[src/rtl/bsrPkg.sv]
package bsrPkg;
  localparam int PULLUP_BIT = 7;
  localparam int VREG_BIT   = 6;
  localparam int MODE_BIT   = 5;
  localparam int RSVD_BIT   = 4;
  localparam int ACT_BIT    = 3;
  localparam int FORCE_HI   = 2;

  typedef struct packed {
    logic cfgWr;   // store the configuration fields
    logic actSet;  // hardware set of the activity flag
    logic actClr;  // firmware clear of the activity flag
  } strobeT;
endpackage

[src/rtl/bsrCtrl.sv]
module bsrCtrl
  import bsrPkg::*;
(
  input  logic       wrEn,
  input  logic [7:0] wrData,
  input  logic       activityStb,
  output strobeT     stb
);
  always_comb begin
    stb.cfgWr  = wrEn;
    stb.actSet = activityStb;
    // set has priority: a clear is suppressed when the strobe is present
    stb.actClr = wrEn && !wrData[ACT_BIT] && !activityStb;
  end
endmodule

[src/rtl/bsrDetector.sv]
module bsrDetector #(
  parameter int TICK_CYCLES = 1536,
  parameter int SYNC_STAGES = 2
) (
  input  logic clk,
  input  logic rstN,
  input  logic psMode,
  input  logic dpIn,
  input  logic dmIn,
  input  logic ps2In,
  output logic irqPulse
);
  localparam int TW        = (TICK_CYCLES > 2) ? $clog2(TICK_CYCLES) : 1;
  localparam int LINES     = 3;
  localparam logic [TW-1:0] TICK_LAST = TW'(TICK_CYCLES - 1);

  logic [LINES-1:0] syncReg [SYNC_STAGES];

  always_ff @(posedge clk) begin
    if (!rstN) syncReg[0] <= '1;
    else       syncReg[0] <= {ps2In, dmIn, dpIn};
  end

  generate
    for (genvar s = 1; s < SYNC_STAGES; s++) begin : gSync
      always_ff @(posedge clk) begin
        if (!rstN) syncReg[s] <= '1;
        else       syncReg[s] <= syncReg[s-1];
      end
    end
  endgenerate

  logic [LINES-1:0] lineNow;
  logic             cond;
  assign lineNow = syncReg[SYNC_STAGES-1];
  assign cond    = psMode ? !lineNow[2] : (!lineNow[0] && !lineNow[1]);

  logic [TW-1:0] tickCnt;
  logic          tick;
  assign tick = (tickCnt == TICK_LAST);

  always_ff @(posedge clk) begin
    if (!rstN)     tickCnt <= '0;
    else if (tick) tickCnt <= '0;
    else           tickCnt <= tickCnt + 1'b1;
  end

  logic [1:0] qual;
  always_ff @(posedge clk) begin
    if (!rstN) begin
      qual     <= 2'd0;
      irqPulse <= 1'b0;
    end else begin
      irqPulse <= cond && tick && (qual == 2'd1);
      if (!cond)                      qual <= 2'd0;
      else if (tick && qual != 2'd2)  qual <= qual + 2'd1;
    end
  end


  irq_single_chk: assert property (@(posedge clk) disable iff (!rstN)
    irqPulse |=> !irqPulse);


  irq_qual_chk: assert property (@(posedge clk) disable iff (!rstN)
    irqPulse |-> qual == 2'd2);
endmodule

[src/rtl/bsrDatapath.sv]
module bsrDatapath
  import bsrPkg::*;
#(
  parameter int TICK_CYCLES = 1536
) (
  input  logic       clk,
  input  logic       rstN,
  input  strobeT     stb,
  input  logic [7:0] cfgData,
  input  logic       dpIn,
  input  logic       dmIn,
  input  logic       ps2In,
  output logic [7:0] regOut,
  output logic       pullupEn,
  output logic       vregEn,
  output logic       ppForce,
  output logic       openDrain,
  output logic       dpLevel,
  output logic       dmLevel,
  output logic       irqPulse
);
  logic       pullupQ, vregQ, modeQ, actQ;
  logic [2:0] forceQ;

  always_ff @(posedge clk) begin
    if (!rstN) begin
      pullupQ <= 1'b0;
      vregQ   <= 1'b0;
      modeQ   <= 1'b0;
      forceQ  <= 3'b000;
    end else if (stb.cfgWr) begin
      pullupQ <= cfgData[PULLUP_BIT];
      vregQ   <= cfgData[VREG_BIT];
      modeQ   <= cfgData[MODE_BIT];
      forceQ  <= cfgData[FORCE_HI:0];
    end
  end

  always_ff @(posedge clk) begin
    if (!rstN)           actQ <= 1'b0;
    else if (stb.actSet) actQ <= 1'b1;
    else if (stb.actClr) actQ <= 1'b0;
  end

  always_comb begin
    regOut             = '0;
    regOut[PULLUP_BIT] = pullupQ;
    regOut[VREG_BIT]   = vregQ;
    regOut[MODE_BIT]   = modeQ;
    regOut[ACT_BIT]    = actQ;
    regOut[FORCE_HI:0] = forceQ;
  end

  assign pullupEn  = pullupQ;
  assign vregEn    = vregQ;
  assign openDrain = forceQ[2];
  assign ppForce   = !forceQ[2] && (forceQ[1:0] != 2'b00);
  assign dpLevel   = forceQ[2] ? forceQ[0] : (forceQ[1:0] == 2'b01);
  assign dmLevel   = forceQ[2] ? forceQ[1] : (forceQ[1:0] == 2'b10);

  bsrDetector #(.TICK_CYCLES(TICK_CYCLES), .SYNC_STAGES(2)) uDet (
    .clk(clk), .rstN(rstN), .psMode(modeQ),
    .dpIn(dpIn), .dmIn(dmIn), .ps2In(ps2In), .irqPulse(irqPulse)
  );


  act_set_chk: assert property (@(posedge clk) disable iff (!rstN)
    stb.actSet |=> regOut[ACT_BIT]);


  act_clr_chk: assert property (@(posedge clk) disable iff (!rstN)
    stb.actClr |=> !regOut[ACT_BIT]);


  act_hold_chk: assert property (@(posedge clk) disable iff (!rstN)
    (!stb.actSet && !stb.actClr) |=> $stable(regOut[ACT_BIT]));


  force_mode_chk: assert property (@(posedge clk) disable iff (!rstN)
    !(ppForce && openDrain));
endmodule

[src/rtl/busStatusReg.sv]
module busStatusReg
  import bsrPkg::*;
#(
  parameter int TICK_CYCLES = 1536
) (
  input  logic       clk,
  input  logic       rstN,
  input  logic       wrEn,
  input  logic [7:0] wrData,
  output logic [7:0] rdData,
  input  logic       activityStb,
  input  logic       dpIn,
  input  logic       dmIn,
  input  logic       ps2DataIn,
  output logic       pullupEn,
  output logic       vregEn,
  output logic       ppForce,
  output logic       openDrain,
  output logic       dpLevel,
  output logic       dmLevel,
  output logic       busIrq
);
  strobeT stb;

  bsrCtrl uCtrl (
    .wrEn(wrEn), .wrData(wrData), .activityStb(activityStb), .stb(stb)
  );

  bsrDatapath #(.TICK_CYCLES(TICK_CYCLES)) uDp (
    .clk(clk), .rstN(rstN), .stb(stb), .cfgData(wrData),
    .dpIn(dpIn), .dmIn(dmIn), .ps2In(ps2DataIn),
    .regOut(rdData), .pullupEn(pullupEn), .vregEn(vregEn),
    .ppForce(ppForce), .openDrain(openDrain),
    .dpLevel(dpLevel), .dmLevel(dmLevel), .irqPulse(busIrq)
  );
endmodule

[config.mk]
export PLATFORM = sky130hd
export DESIGN_NAME = busStatusReg
export DESIGN_NICKNAME = d
export VERILOG_FILES = /design/src/rtl/bsrPkg.sv /design/src/rtl/bsrCtrl.sv /design/src/rtl/bsrDetector.sv /design/src/rtl/bsrDatapath.sv /design/src/rtl/busStatusReg.sv
export SDC_FILE = /design/constraint.sdc
export NUM_CORES = 1
export LEC_CHECK = 0
export BUFFER_PORTS_ARGS = -buffer_cell sky130_fd_sc_hd__buf_2
export CORE_MARGIN = 3
export CORE_UTILIZATION = 25
export CTS_BUF_LIST = sky130_fd_sc_hd__clkbuf_2 sky130_fd_sc_hd__clkbuf_4 sky130_fd_sc_hd__clkbuf_8
export DETAILED_ROUTE_END_ITERATION = 6
export GPL_TIMING_DRIVEN = 1
export HOLD_SLACK_MARGIN = 0.15
export PLACE_DENSITY = 0.42
export SYNTH_ARGS = -nofsm -noshare
export SYNTH_HDL_FRONTEND = slang
export SYNTH_SLANG_ARGS = --single-unit
[constraint.sdc]
create_clock -name clk -period 2.3 [get_ports clk]
set_clock_uncertainty 0.15 [all_clocks]
set_input_delay 0.46 -clock clk [delete_from_list [all_inputs] [get_ports clk]]
set_output_delay 0.46 -clock clk [all_outputs]
set_load 0.02 [all_outputs]
# Word-level counts from Yosys, hierarchy flattened
# Memory sizes are Yosys's and may differ from the RTL's.
# Index checks and enable logic that the tools add are counted.
# word_totals
ff_bits	21
mem_bits_rw	6
output_inout_bits	15
elab_cells	45
mem_count	1
# mem_list
name	words	word_bits	rd	rd_clocked_by_memory_dff	wr	line_no	rtl
uDp.uDet.syncReg	2	3	2	0	2	bsrDetector.sv:17	logic [LINES-1:0] syncReg [SYNC_STAGES];
# op_classes
addsub	2
eq_ne	5
n_mux	9
bitwise	3
reduce_logical	17
# op_table
op	count
$add 11x1->11 const B	1
$eq 11x11->1 const B	1
$logic_and 1x1->1	7
$mux 1	7
$logic_not 1->1	6
$mux 3	2
$eq 2x1->1 const B	2
$reduce_bool 2->1	2
$add 2x1->2 const B	1
$eq 2x2->1 const B	1
$ne 2x2->1 const B	1
$or 1x1->1	2
$reduce_and 2->1	1
$reduce_or 2->1	1
$not 1->1	1

# Longest topological paths before layout
# An unclocked memory read counts as a cell.
# depth
depth_word	6
depth_mapped	5

# Modules after synthesis
# A second synthesis with hierarchy kept.
# unflattened
cells_unflattened	127
hier_area_um2	1223.7
# modules_own_cells
mod	n_inst	cells_per_inst	area_per_inst_um2
bsrDetector	1	90	858.3
bsrDatapath	1	34	337.8
bsrCtrl	1	3	27.5

# Least setup slack after synthesis
# No wires, ideal clock.
# synth_path
path_kind	register to output
startpoint	register uDp.forceQ[2]
endpoint	output dmLevel
arrival_ns	1.070
required_ns	1.690
setup_slack_ns	0.620
path_stages_with_launch	3
cell_sequence	dfxtp_1 inv_1 a21boi_0
# synth_via
elab_chain_cells	1
# synth_lines
item	line_no	rtl
start: declaration	bsrDatapath.sv:23	logic [2:0] forceQ;
start signal: assignment	bsrDatapath.sv:35	forceQ <= cfgData[FORCE_HI:0];
$mux 1	bsrDatapath.sv:59	assign dmLevel = forceQ[2] ? forceQ[1] : (forceQ[1:0] == 2'b10);
end: declaration	busStatusReg.sv:20	output logic dmLevel,
# Every way passes these cells.

# Worst setup path after layout
# Ends and elaborated chain as after synthesis.

==> impl_metrics.toml <==
[drt]
ant_nets = 0
m1WireLength_mm = 1.10
met2_length_mm = 1.12
wl_mm = 2.32
drc_errors = 0
dr.pass1.iters = 4
wire_per_inst_um = 11.9
via_count = 884
wl_met3_um = 40
drt_iter0_drc = 27
vias_per_cell = 4.53
routed.top_layer = "met4"

[power_and_ir_drop]
leakage_nw = 0.613
power_density_nw_per_um2 = 616
vdd_drop_max_v = 0.000192

[clocking]
cts_resized = 0
cts-root-buf = "clkbuf_8"
cts.sinks = 27
clk_latency_ns = 0.27
path_clk_slew_ns = 0.09
holdBufCountCts = 0
post_cts.repair.setup_buffers = 0
h-tree-depth = 1
cts_tree = "done"
clock_path_buffers = 2
numCtsBuffers = 3

[cells_and_area]
fin_area_um2 = 1390
synthToLayoutAreaGrowth_pct = 16.4
n_antenna_cell = 0
drive_gt1_share_pct = 25.2
fill_cells = 473
fin_nets = 162
regArea_um2 = 541
multi_input_area_um2 = 578
post-route-util_pct = 31.2

[die]
initial_core_util_pct = 26.8
die_h_um = 75.2
std_cell_rows = 24
dieArea_um2 = 5660
dieWidth_um = 75.2
core_area_um2 = 4470
num_io_pins = 30

[yosys]
synthArstFlopShare_pct = 0
synth_top_family_by_area = "simple AND/OR/NAND/NOR gates"
yosysSeqAreaShare_pct = 45.1
synthMuxAreaShare_pct = 7.52
synth_nets = 138
ys_warn_count = 0
synth_compound_area_share_pct = 13.1
synth_ff_type = "dfxtp_1"
synth_cell_types = 33
synthesis.area_um2 = 1200
synthCells = 120
avgSynthCellArea_um2 = 9.98
synth_area_leaders = "dfxtp_1 45%, mux2i_1 7.5%, nand2b_1 4.7%"
synth-simple-area-share_pct = 22.0
yosysTopAreaCell = "dfxtp_1"
synthAdderAreaFrac_pct = 3.13
ys_ff_latch = 27
synth_edf_count = 0
synthXorXnorAreaFrac_pct = 2.19
netlist.area_leader.share_pct = 45.1

[global_route]
grt_max_degree = 17
grt_pass1_wl_mm = 3.84
track_usage_pct = 9.10
antenna_found_initial = 0
grt_pass1_vias = 861
overflow = 0

[outcome]
outcome = "complete, no violations"

[timing]
setup_ws_ns = 0.547
fmax_ghz = 0.570
hold_violations = 0
slew_viol_final = 0
rsz0062_at_grt = "no"
hold_slack_ns = 0.209
setup-tns-final_ns = 0
final-setup-viol-count = 0
min_period_ns = 1.75
min_period_over_period_pct = 76.2

[critical_path]
end_kind = "primary output"
critical_path_class = "reg2out"
worst_ep_required_time_ns = 1.69
path_max_fanout = 5
cp_data_arrival_time_ns = 1.14
start_kind = "flop"

[job]
cap_violations = 0

[placed_design]
place_area_um2 = 1350
routabilityCongestion = 0.743
post-place-ws_ns = 0.570
portBuffers = 27
dp_hpwl_mm = 1.76

[hold_path]
min_path_type = "in2reg"
==> cell families (layout without fill, tap and decap cells) <==
logic type      after synthesis  after routing
flops                        27             27
other cells                   1              1
simple gates                 41             41
buf+inv                      15             38
xor+xnor                      3              3
fa+ha+maj                     3              3
compound gates               21             21
mux                           9              9
==> Yosys cell counts, types with 2 or more instances <==
cell	count
xor2_1	2
clkbuf_1	2
a21boi_0	2
nand2_1	3
mux2i_1	9
inv_1	6
ha_1	3
a21oi_1	4
buf_4	6
dfxtp_1	27
nor4_1	2
or3_1	3
nand3_1	3
o21ai_0	8
nor2_1	14
nand2b_1	9
==> worst max-delay path, stage by stage (launching register included) <==
cell and delay, ns:
dfxtp_1 0.40, inv_1 0.07, a21boi_0 0.19, buf_2 0.20
==> power breakdown <==
part           internal, mW  leakage, nW  switching (mW)
clock                 0.123       0.0217           0.154
sequential            0.484        0.221          0.0119
combinational        0.0355        0.370          0.0503
==> through the flow <==
step	std cells	power (mW)
final	195	0.859
after global routing	195	0.907
after CTS	195	0.875
after detailed placement	191	0.594
after global placement	191	0.591
after floorplan	120	0.569
==> cell usage in the layout, fill, tap and decap left out, types with 2 or more instances in the layout <==
cell	netlist	routed
a21oi_1	4	4
inv_1	6	6
buf_2	0	27
nand2_1	3	3
mux2i_1	9	9
xor2_1	2	2
ha_1	3	3
or3_1	3	3
a21boi_0	2	2
o21ai_0	8	8
nor4_1	2	2
nor2_1	14	14
nand3_1	3	3
clkbuf_8	0	3
nand2b_1	9	9
dfxtp_1	27	27
==> routing by layer <==
layer | track usage (%) | up-vias
met5 | 0 | -
met4 | 5.24 | 0
met1 | 11.4 | 414
li1 | - | 455
met2 | 14.7 | 10
met3 | 1.60 | 5
==> flip-flops by register name (all words and copies together), names as in the netlist <==
name / count
uDp.actQ: 1
uDp.forceQ: 3
uDp.modeQ: 1
uDp.pullupEn: 1
uDp.uDet.irqPulse: 1
uDp.uDet.qual: 2
uDp.uDet.syncReg: 6
uDp.uDet.tickCnt: 11
uDp.vregEn: 1
==> cell type report <==
type | instances | share of cell area, %
clock buffer | 3 | 2.96
sequential | 27 | 38.8
inverter | 7 | 1.89
multi-input combinational | 78 | 41.5
tap | 52 | 4.67
timing repair buffer | 27 | 9.69
clock inverter | 1 | 0.539
==> path summary, 6_finish.rpt <==
path                            endpoint  depth (start not counted)  slack (ns)                    from
hold reg to reg   uDp.uDet.syncReg[1][1]                          1        0.27  uDp.uDet.syncReg[0][1]
setup / recovery                 dmLevel                          3        0.55           uDp.forceQ[2]
setup reg to reg     uDp.uDet.tickCnt[4]                          4        0.60     uDp.uDet.tickCnt[0]
hold / removal    uDp.uDet.syncReg[0][1]                          2        0.21                    dmIn
Note: power is estimated with default switching activity, not from simulation.
